--- src/rtl/rst_seq_pkg.sv ---
package rst_seq_pkg;

  typedef enum logic [2:0] {
    SEQ_IDLE,
    SEQ_STRETCH,
    SEQ_PIN_LOW,
    SEQ_IRST_HOLD,
    SEQ_DONE
  } seq_state_e;

  localparam int unsigned NUM_CAUSE   = 6;
  localparam int unsigned CAUSE_POR   = 0;
  localparam int unsigned CAUSE_LVD   = 1;
  localparam int unsigned CAUSE_WDT   = 2;
  localparam int unsigned CAUSE_OP    = 3;
  localparam int unsigned CAUSE_ADDR  = 4;
  localparam int unsigned CAUSE_PIN   = 5;

  function automatic int unsigned max2(int unsigned a, int unsigned b);
    return (a > b) ? a : b;
  endfunction

endpackage

--- src/rtl/rst_sync2.sv ---
module rst_sync2 #(
  parameter int unsigned W       = 1,
  parameter logic        RST_VAL = 1'b0
) (
  input  logic         clk_i,
  input  logic         rst_ni,
  input  logic [W-1:0] d_i,
  output logic [W-1:0] q_o
);

  for (genvar g = 0; g < W; g++) begin : g_bit
    logic s1_q, s2_q;
    always_ff @(posedge clk_i or negedge rst_ni) begin
      if (!rst_ni) begin
        s1_q <= RST_VAL;
        s2_q <= RST_VAL;
      end else begin
        s1_q <= d_i[g];
        s2_q <= s1_q;
      end
    end
    assign q_o[g] = s2_q;
  end

endmodule

--- src/rtl/rst_seq_fsm.sv ---
module rst_seq_fsm
  import rst_seq_pkg::*;
#(
  parameter int unsigned STRETCH_CYC = 4096,
  parameter int unsigned PIN_CYC     = 32,
  parameter int unsigned HOLD_CYC    = 32,
  parameter int unsigned SAMPLE_CYC  = 3
) (
  input  logic clk_i,
  input  logic rst_ni,
  input  logic req_i,
  input  logic pwr_i,
  input  logic ext_low_i,
  output logic pin_pd_o,
  output logic irst_o,
  output logic sample_o
);

  localparam int unsigned MAX_CYC = max2(max2(STRETCH_CYC, PIN_CYC), max2(HOLD_CYC, SAMPLE_CYC));
  localparam int unsigned CNT_W   = $clog2(MAX_CYC + 1);
  localparam logic [CNT_W-1:0] STRETCH_LD = CNT_W'(STRETCH_CYC - 1);
  localparam logic [CNT_W-1:0] PIN_LD     = CNT_W'(PIN_CYC - 1);
  localparam logic [CNT_W-1:0] HOLD_LD    = CNT_W'(HOLD_CYC - 1);
  localparam logic [CNT_W-1:0] SAMPLE_LD  = CNT_W'(SAMPLE_CYC - 1);

  seq_state_e       state_q, state_d;
  logic [CNT_W-1:0] cnt_q, cnt_d;
  logic             pwr_q, pwr_d;
  logic             live;
  logic             cnt_zero;

  assign live     = (state_q == SEQ_STRETCH) || (state_q == SEQ_PIN_LOW) ||
                    (state_q == SEQ_IRST_HOLD);
  assign cnt_zero = (cnt_q == '0);

  always_comb begin
    state_d  = state_q;
    cnt_d    = cnt_q;
    pwr_d    = pwr_q;
    sample_o = 1'b0;
    if (req_i) begin
      // restart from first phase; power type survives a restart
      pwr_d = pwr_i | (live & pwr_q);
      if (pwr_d) begin
        state_d = SEQ_STRETCH;
        cnt_d   = STRETCH_LD;
      end else begin
        state_d = SEQ_PIN_LOW;
        cnt_d   = PIN_LD;
      end
    end else begin
      unique case (state_q)
        SEQ_IDLE: begin
          if (ext_low_i) begin
            state_d = SEQ_PIN_LOW;
            cnt_d   = PIN_LD;
            pwr_d   = 1'b0;
          end
        end
        SEQ_STRETCH: begin
          if (cnt_zero) begin
            state_d = SEQ_PIN_LOW;
            cnt_d   = PIN_LD;
          end else begin
            cnt_d = cnt_q - 1'b1;
          end
        end
        SEQ_PIN_LOW: begin
          if (cnt_zero) begin
            state_d = SEQ_IRST_HOLD;
            cnt_d   = HOLD_LD;
          end else begin
            cnt_d = cnt_q - 1'b1;
          end
        end
        SEQ_IRST_HOLD: begin
          if (cnt_zero) begin
            state_d = SEQ_DONE;
            cnt_d   = SAMPLE_LD;
            pwr_d   = 1'b0;
          end else begin
            cnt_d = cnt_q - 1'b1;
          end
        end
        SEQ_DONE: begin
          if (cnt_zero) begin
            state_d  = SEQ_IDLE;
            sample_o = 1'b1;
          end else begin
            cnt_d = cnt_q - 1'b1;
          end
        end
        default: begin
          state_d = SEQ_IDLE;
          cnt_d   = '0;
          pwr_d   = 1'b0;
        end
      endcase
    end
  end

  always_ff @(posedge clk_i or negedge rst_ni) begin
    if (!rst_ni) begin
      state_q <= SEQ_IDLE;
      cnt_q   <= '0;
      pwr_q   <= 1'b0;
    end else begin
      state_q <= state_d;
      cnt_q   <= cnt_d;
      pwr_q   <= pwr_d;
    end
  end

  assign pin_pd_o = (state_q == SEQ_STRETCH) || (state_q == SEQ_PIN_LOW);
  assign irst_o   = live;

endmodule

--- src/rtl/rst_cause_reg.sv ---
module rst_cause_reg
  import rst_seq_pkg::*;
(
  input  logic                 clk_i,
  input  logic                 rst_ni,
  input  logic [NUM_CAUSE-1:0] set_i,
  input  logic                 rd_i,
  output logic [NUM_CAUSE-1:0] cause_o
);

  logic [NUM_CAUSE-1:0] cause_q, cause_d;

  always_comb begin
    cause_d = (rd_i ? '0 : cause_q) | set_i;
    if (set_i[CAUSE_POR]) begin
      cause_d = '0;
      cause_d[CAUSE_POR] = 1'b1;
    end
  end

  always_ff @(posedge clk_i or negedge rst_ni) begin
    if (!rst_ni) cause_q <= '0;
    else         cause_q <= cause_d;
  end

  assign cause_o = cause_q;

endmodule

--- src/rtl/rst_seq_ctrl.sv ---
module rst_seq_ctrl
  import rst_seq_pkg::*;
#(
  parameter int unsigned STRETCH_CYC = 4096,
  parameter int unsigned PIN_CYC     = 32,
  parameter int unsigned HOLD_CYC    = 32,
  parameter int unsigned SAMPLE_CYC  = 3
) (
  input  logic       clk_i,
  input  logic       rst_ni,
  input  logic       por_req_i,
  input  logic       lvd_req_i,
  input  logic       wdt_req_i,
  input  logic       bad_addr_i,
  input  logic       bad_op_i,
  input  logic       pin_level_i,
  input  logic       cause_rd_i,
  output logic       pin_pd_o,
  output logic       irst_o,
  output logic [5:0] cause_o
);

  logic                 wdt_s;
  logic                 pin_s;
  logic                 any_req;
  logic                 pwr_req;
  logic                 sample;
  logic [NUM_CAUSE-1:0] set_vec;

  rst_sync2 #(.W(1), .RST_VAL(1'b0)) i_wdt_sync (
    .clk_i (clk_i),
    .rst_ni(rst_ni),
    .d_i   (wdt_req_i),
    .q_o   (wdt_s)
  );

  // pad idles high through its pull-up
  rst_sync2 #(.W(1), .RST_VAL(1'b1)) i_pin_sync (
    .clk_i (clk_i),
    .rst_ni(rst_ni),
    .d_i   (pin_level_i),
    .q_o   (pin_s)
  );

  assign pwr_req = por_req_i | lvd_req_i;
  assign any_req = pwr_req | wdt_s | bad_addr_i | bad_op_i;

  rst_seq_fsm #(
    .STRETCH_CYC(STRETCH_CYC),
    .PIN_CYC    (PIN_CYC),
    .HOLD_CYC   (HOLD_CYC),
    .SAMPLE_CYC (SAMPLE_CYC)
  ) i_fsm (
    .clk_i    (clk_i),
    .rst_ni   (rst_ni),
    .req_i    (any_req),
    .pwr_i    (pwr_req),
    .ext_low_i(~pin_s),
    .pin_pd_o (pin_pd_o),
    .irst_o   (irst_o),
    .sample_o (sample)
  );

  always_comb begin
    set_vec             = '0;
    set_vec[CAUSE_POR]  = por_req_i;
    set_vec[CAUSE_LVD]  = lvd_req_i;
    set_vec[CAUSE_WDT]  = wdt_s;
    set_vec[CAUSE_OP]   = bad_op_i;
    set_vec[CAUSE_ADDR] = bad_addr_i;
    set_vec[CAUSE_PIN]  = sample & ~pin_s;
  end

  rst_cause_reg i_cause (
    .clk_i  (clk_i),
    .rst_ni (rst_ni),
    .set_i  (set_vec),
    .rd_i   (cause_rd_i),
    .cause_o(cause_o)
  );

endmodule

--- config.mk ---
export PLATFORM = sky130hd
export DESIGN_NAME = rst_seq_ctrl
export DESIGN_NICKNAME = d
export VERILOG_FILES = /design/src/rtl/rst_seq_pkg.sv /design/src/rtl/rst_sync2.sv /design/src/rtl/rst_seq_fsm.sv /design/src/rtl/rst_cause_reg.sv /design/src/rtl/rst_seq_ctrl.sv
export SDC_FILE = /design/constraint.sdc
export NUM_CORES = 1
export LEC_CHECK = 0
export BUFFER_PORTS_ARGS = -buffer_cell sky130_fd_sc_hd__buf_2
export CAP_MARGIN = 30
export CORE_ASPECT_RATIO = 0.9
export CORE_MARGIN = 5
export CORE_UTILIZATION = 58
export DETAILED_ROUTE_END_ITERATION = 7
export MAX_ROUTING_LAYER = met4
export PLACE_DENSITY = 0.82
export SLEW_MARGIN = 20
export SYNTH_ARGS = -nofsm -noshare
export SYNTH_HDL_FRONTEND = slang
export SYNTH_HIERARCHICAL = 1
export SYNTH_SLANG_ARGS = --single-unit
--- constraint.sdc ---
create_clock -name clk_i -period 2.4 [get_ports clk_i]
set_input_delay 0.12 -clock clk_i [delete_from_list [all_inputs] [get_ports clk_i]]
set_output_delay 0.12 -clock clk_i [all_outputs]
set_load 0.02 [all_outputs]
==> flow_metrics.tcl <==
set metrics [dict create \
    final.setup_skew_ns 0.005985 \
    netlist_top_cells_area "dfrtp_1 (39%), a21oi_1 (5.3%), dfstp_2 (3.2%)" \
    die_w_um 65.67 \
    layoutNonFillerInstCount 232 \
    hpwl_um 2502 \
    synth_edf_count 0 \
    critPathKind "in2reg" \
    grt_usage_pct 20.87 \
    p_leak_nw 0.7923 \
    worstPathCellList "dlygate4sd3_1, buf_2, or2_1, or4_1, buf_4, nor3_1, nand2_1, o21a_1, o41a_1, o22a_1" \
    dp.cells 222 \
    slew_viol_final 0 \
    n_fill_cell 215 \
    stdcell_area_um2 1841 \
    fin_crit_ns 2.247 \
    synth_ff_type "dfrtp_1" \
    cp_top_family "simple AND/OR/NAND/NOR gates" \
    first_global_vias 1412 \
    drt_iter0_drc 123 \
    start_util_pct 59.86 \
    grt_max_degree 28 \
    syn-cell-area_um2 1618 \
    drive_gt1_share_pct 19.80 \
    cp.depth 10 \
    cts_max_path_buffers 2 \
    dp_slack_ns 0.2301 \
    grt.overflow.total 0 \
    min_period_over_period_pct 93.64 \
    async_flop_share_pct 100.0 \
    path_max_fanout 14 \
    cts-buffers-inserted 3 \
    cp.required_ns 2.64 \
    worstSetupEndpointType "flop" \
    routed_via_density 6.272 \
    hold_class "in2reg" \
    h-tree-depth 1 \
    worstHoldStart "bad_op_i" \
    critPathLaunch "por_req_i" \
    syn_avg_cell_area_um2 9.140 \
    syn_nets 188 \
    wl_um 3591 \
    synth_common_cells "dfrtp_1 (25), a21oi_1 (17), inv_1 (14), nand2_1 (14), nor2_1 (8)" \
    r2r_start "i_fsm/cnt_q[0]" \
    fin_setup_tns_ns 0 \
    finalWorstSetupSlack_ns 0.1527 \
    core_area_um2 2703 \
    gp_congestion 0.9391 \
    vdd_drop_max_mv 0.2874 \
    start_kind "input pin" \
    hold_viol_final 0 \
    ys_ff_latch 27 \
    dr_total_vias 1455 \
    place_area_um2 1742 \
    slowest_delay_ns 0.53 \
    power_density_nw_per_um2 421.4 \
    antenna_cells 0 \
    holdPathStages 3 \
    grt_pass1_wl_um 6334 \
    yosysUniqueCellTypes 54 \
    cts_sinks 27 \
    nets 214 \
    status "complete, no violations" \
    max_slew_margin_pct 60.00 \
    ant_nets 0 \
    worst_path_max_delay_cell "dlygate4sd3_1" \
    die_area_um2 3947 \
    clk_latency_ns 0.33 \
    ys_seq_area_share_pct 41.92 \
    synth_top_area_share_pct 38.67 \
    synth_most_common_cell "dfrtp_1" \
    syn_inst 177 \
    wl_per_cell_um 15.48 \
    port_buffers 16 \
    drcViolationCount 0 \
    synth.largest_area_cell "dfrtp_1" \
    max_freq_mhz 445.0 \
    first_pass_iters 4 \
    antenna_found_initial 0 \
    rr_worst_depth 7 \
    setup_viol 0 \
    syn2layout_area_growth_pct 13.77 \
    die_h_um 60.11 \
    max_cap_violations 0 \
    ios 17 \
    cts_root_buffer "clkbuf_4" \
    yosysWarningCount 6 \
    rsz0062_at_grt "false" \
    cts_tree "done" \
    row_count 18 \
    worst_pin_slew_ns 0.6000 \
    final_core_util_pct 68.10 \
    cp.arrival_ns 2.48 \
    worst-path-buf-inv 3 \
    clk_pin_slew_ns 0.15 \
]
==> report_power, final <==
| group | internal [mW] | switching, mW |
|---|---|---|
| Clock | 0.0638 | 0.142 |
| Sequential | 0.472 | 0.0158 |
| Combinational | 0.0354 | 0.0472 |
==> routing by layer <==
metal / wire [um] / vias up / part of all wire [%] / track usage, %
met2: 1659 / 56 / 46 / 31.29
met5: 0 / - / 0 / -
met1: 1670 / 697 / 47 / 28.35
met3: 222 / 7 / 6.2 / 3.759
met4: 38 / 0 / 1.1 / 7.396
li1: - / 695 / - / -
==> what timing repair did <==
action | CTS | global route
gates resized for setup | 0 | 3
hold buffers | 6 | 0
setup endpoints to repair | 0 | 8
hold endpoints to repair | 31 | 0
buffers inserted | 0 | 0
==> cell usage in the layout, fill, tap and decap left out, drive strengths merged, types with 3 or more instances in the layout <==
cell type    instances
a21boi               5
o21a                 3
a211o                3
inv                 14
a21oi               17
a21o                 4
a31oi                3
o211ai               3
nand3                3
buf                 23
nand2               14
nor2                 8
nand4                3
nand2b               7
a2bb2oi              4
dlygate4sd3          6
nor3b                4
o22a                 4
dfrtp               25
nor3                 6
o21ai                6
clkbuf               3
==> tightest hold or removal path, cell delays in order <==
cell     delay [ns]
buf_2          0.10
inv_1          0.04
a21oi_1        0.05
==> registers in the layout, summed over array words and instances (netlist names) <==
name,cells
i_pin_sync/g_bit.s1_q,1
i_fsm/pwr_q,1
i_wdt_sync/q_o,1
i_fsm/state_q,3
i_pin_sync/q_o,1
i_fsm/cnt_q,13
i_cause/cause_o,6
i_wdt_sync/g_bit.s1_q,1
==> kinds of logic (layout without fill, tap and decap cells) <==
logic type	Yosys count	after routing	share of synthesized area, %
AO/OA/AOI/OAI	63	63	27.22
XOR/XNOR	3	3	1.624
adder cells (fa/ha/maj)	2	2	1.547
buffers and inverters	23	48	6.341
flip-flops	27	27	41.92
multiplexers	1	1	0.6187
AND/OR/NAND/NOR	58	58	20.73
==> cell type report <==
cell class,instances,area [um^2],area share [%]
Clock buffer,3,22.52,1.224
Clock inverter,1,7.507,0.4079
Multi-Input combinational cell,127,842.1,45.75
Timing Repair Buffer,29,196.4,10.67
Sequential cell,27,678.2,36.85
Inverter,15,56.30,3.059
Tap cell,30,37.54,2.039
==> metrics by stage <==
stage,total power [mW],hold slack (ns)
floorplan,0.5379,-0.1756
global placement,0.5676,0.1571
detailed placement,0.5704,0.1641
CTS,0.7814,0.004166
global route,0.8132,0.01032
finish,0.7756,0.01463
==> worst paths after layout <==
| path | end | slack [ns] |
|---|---|---|
| worst min-delay path | i_cause/cause_o[3] | 0.01 |
| min in group asynchronous | i_fsm/cnt_q[10] | 0.31 |
| worst max register to register | i_fsm/cnt_q[5] | 0.20 |
| max in group asynchronous | i_cause/cause_o[2] | 1.70 |
| worst min register to register | i_pin_sync/q_o | 0.37 |
| worst max-delay path | i_fsm/cnt_q[2] | 0.15 |
Note: power is estimated with default switching activity, not from simulation.
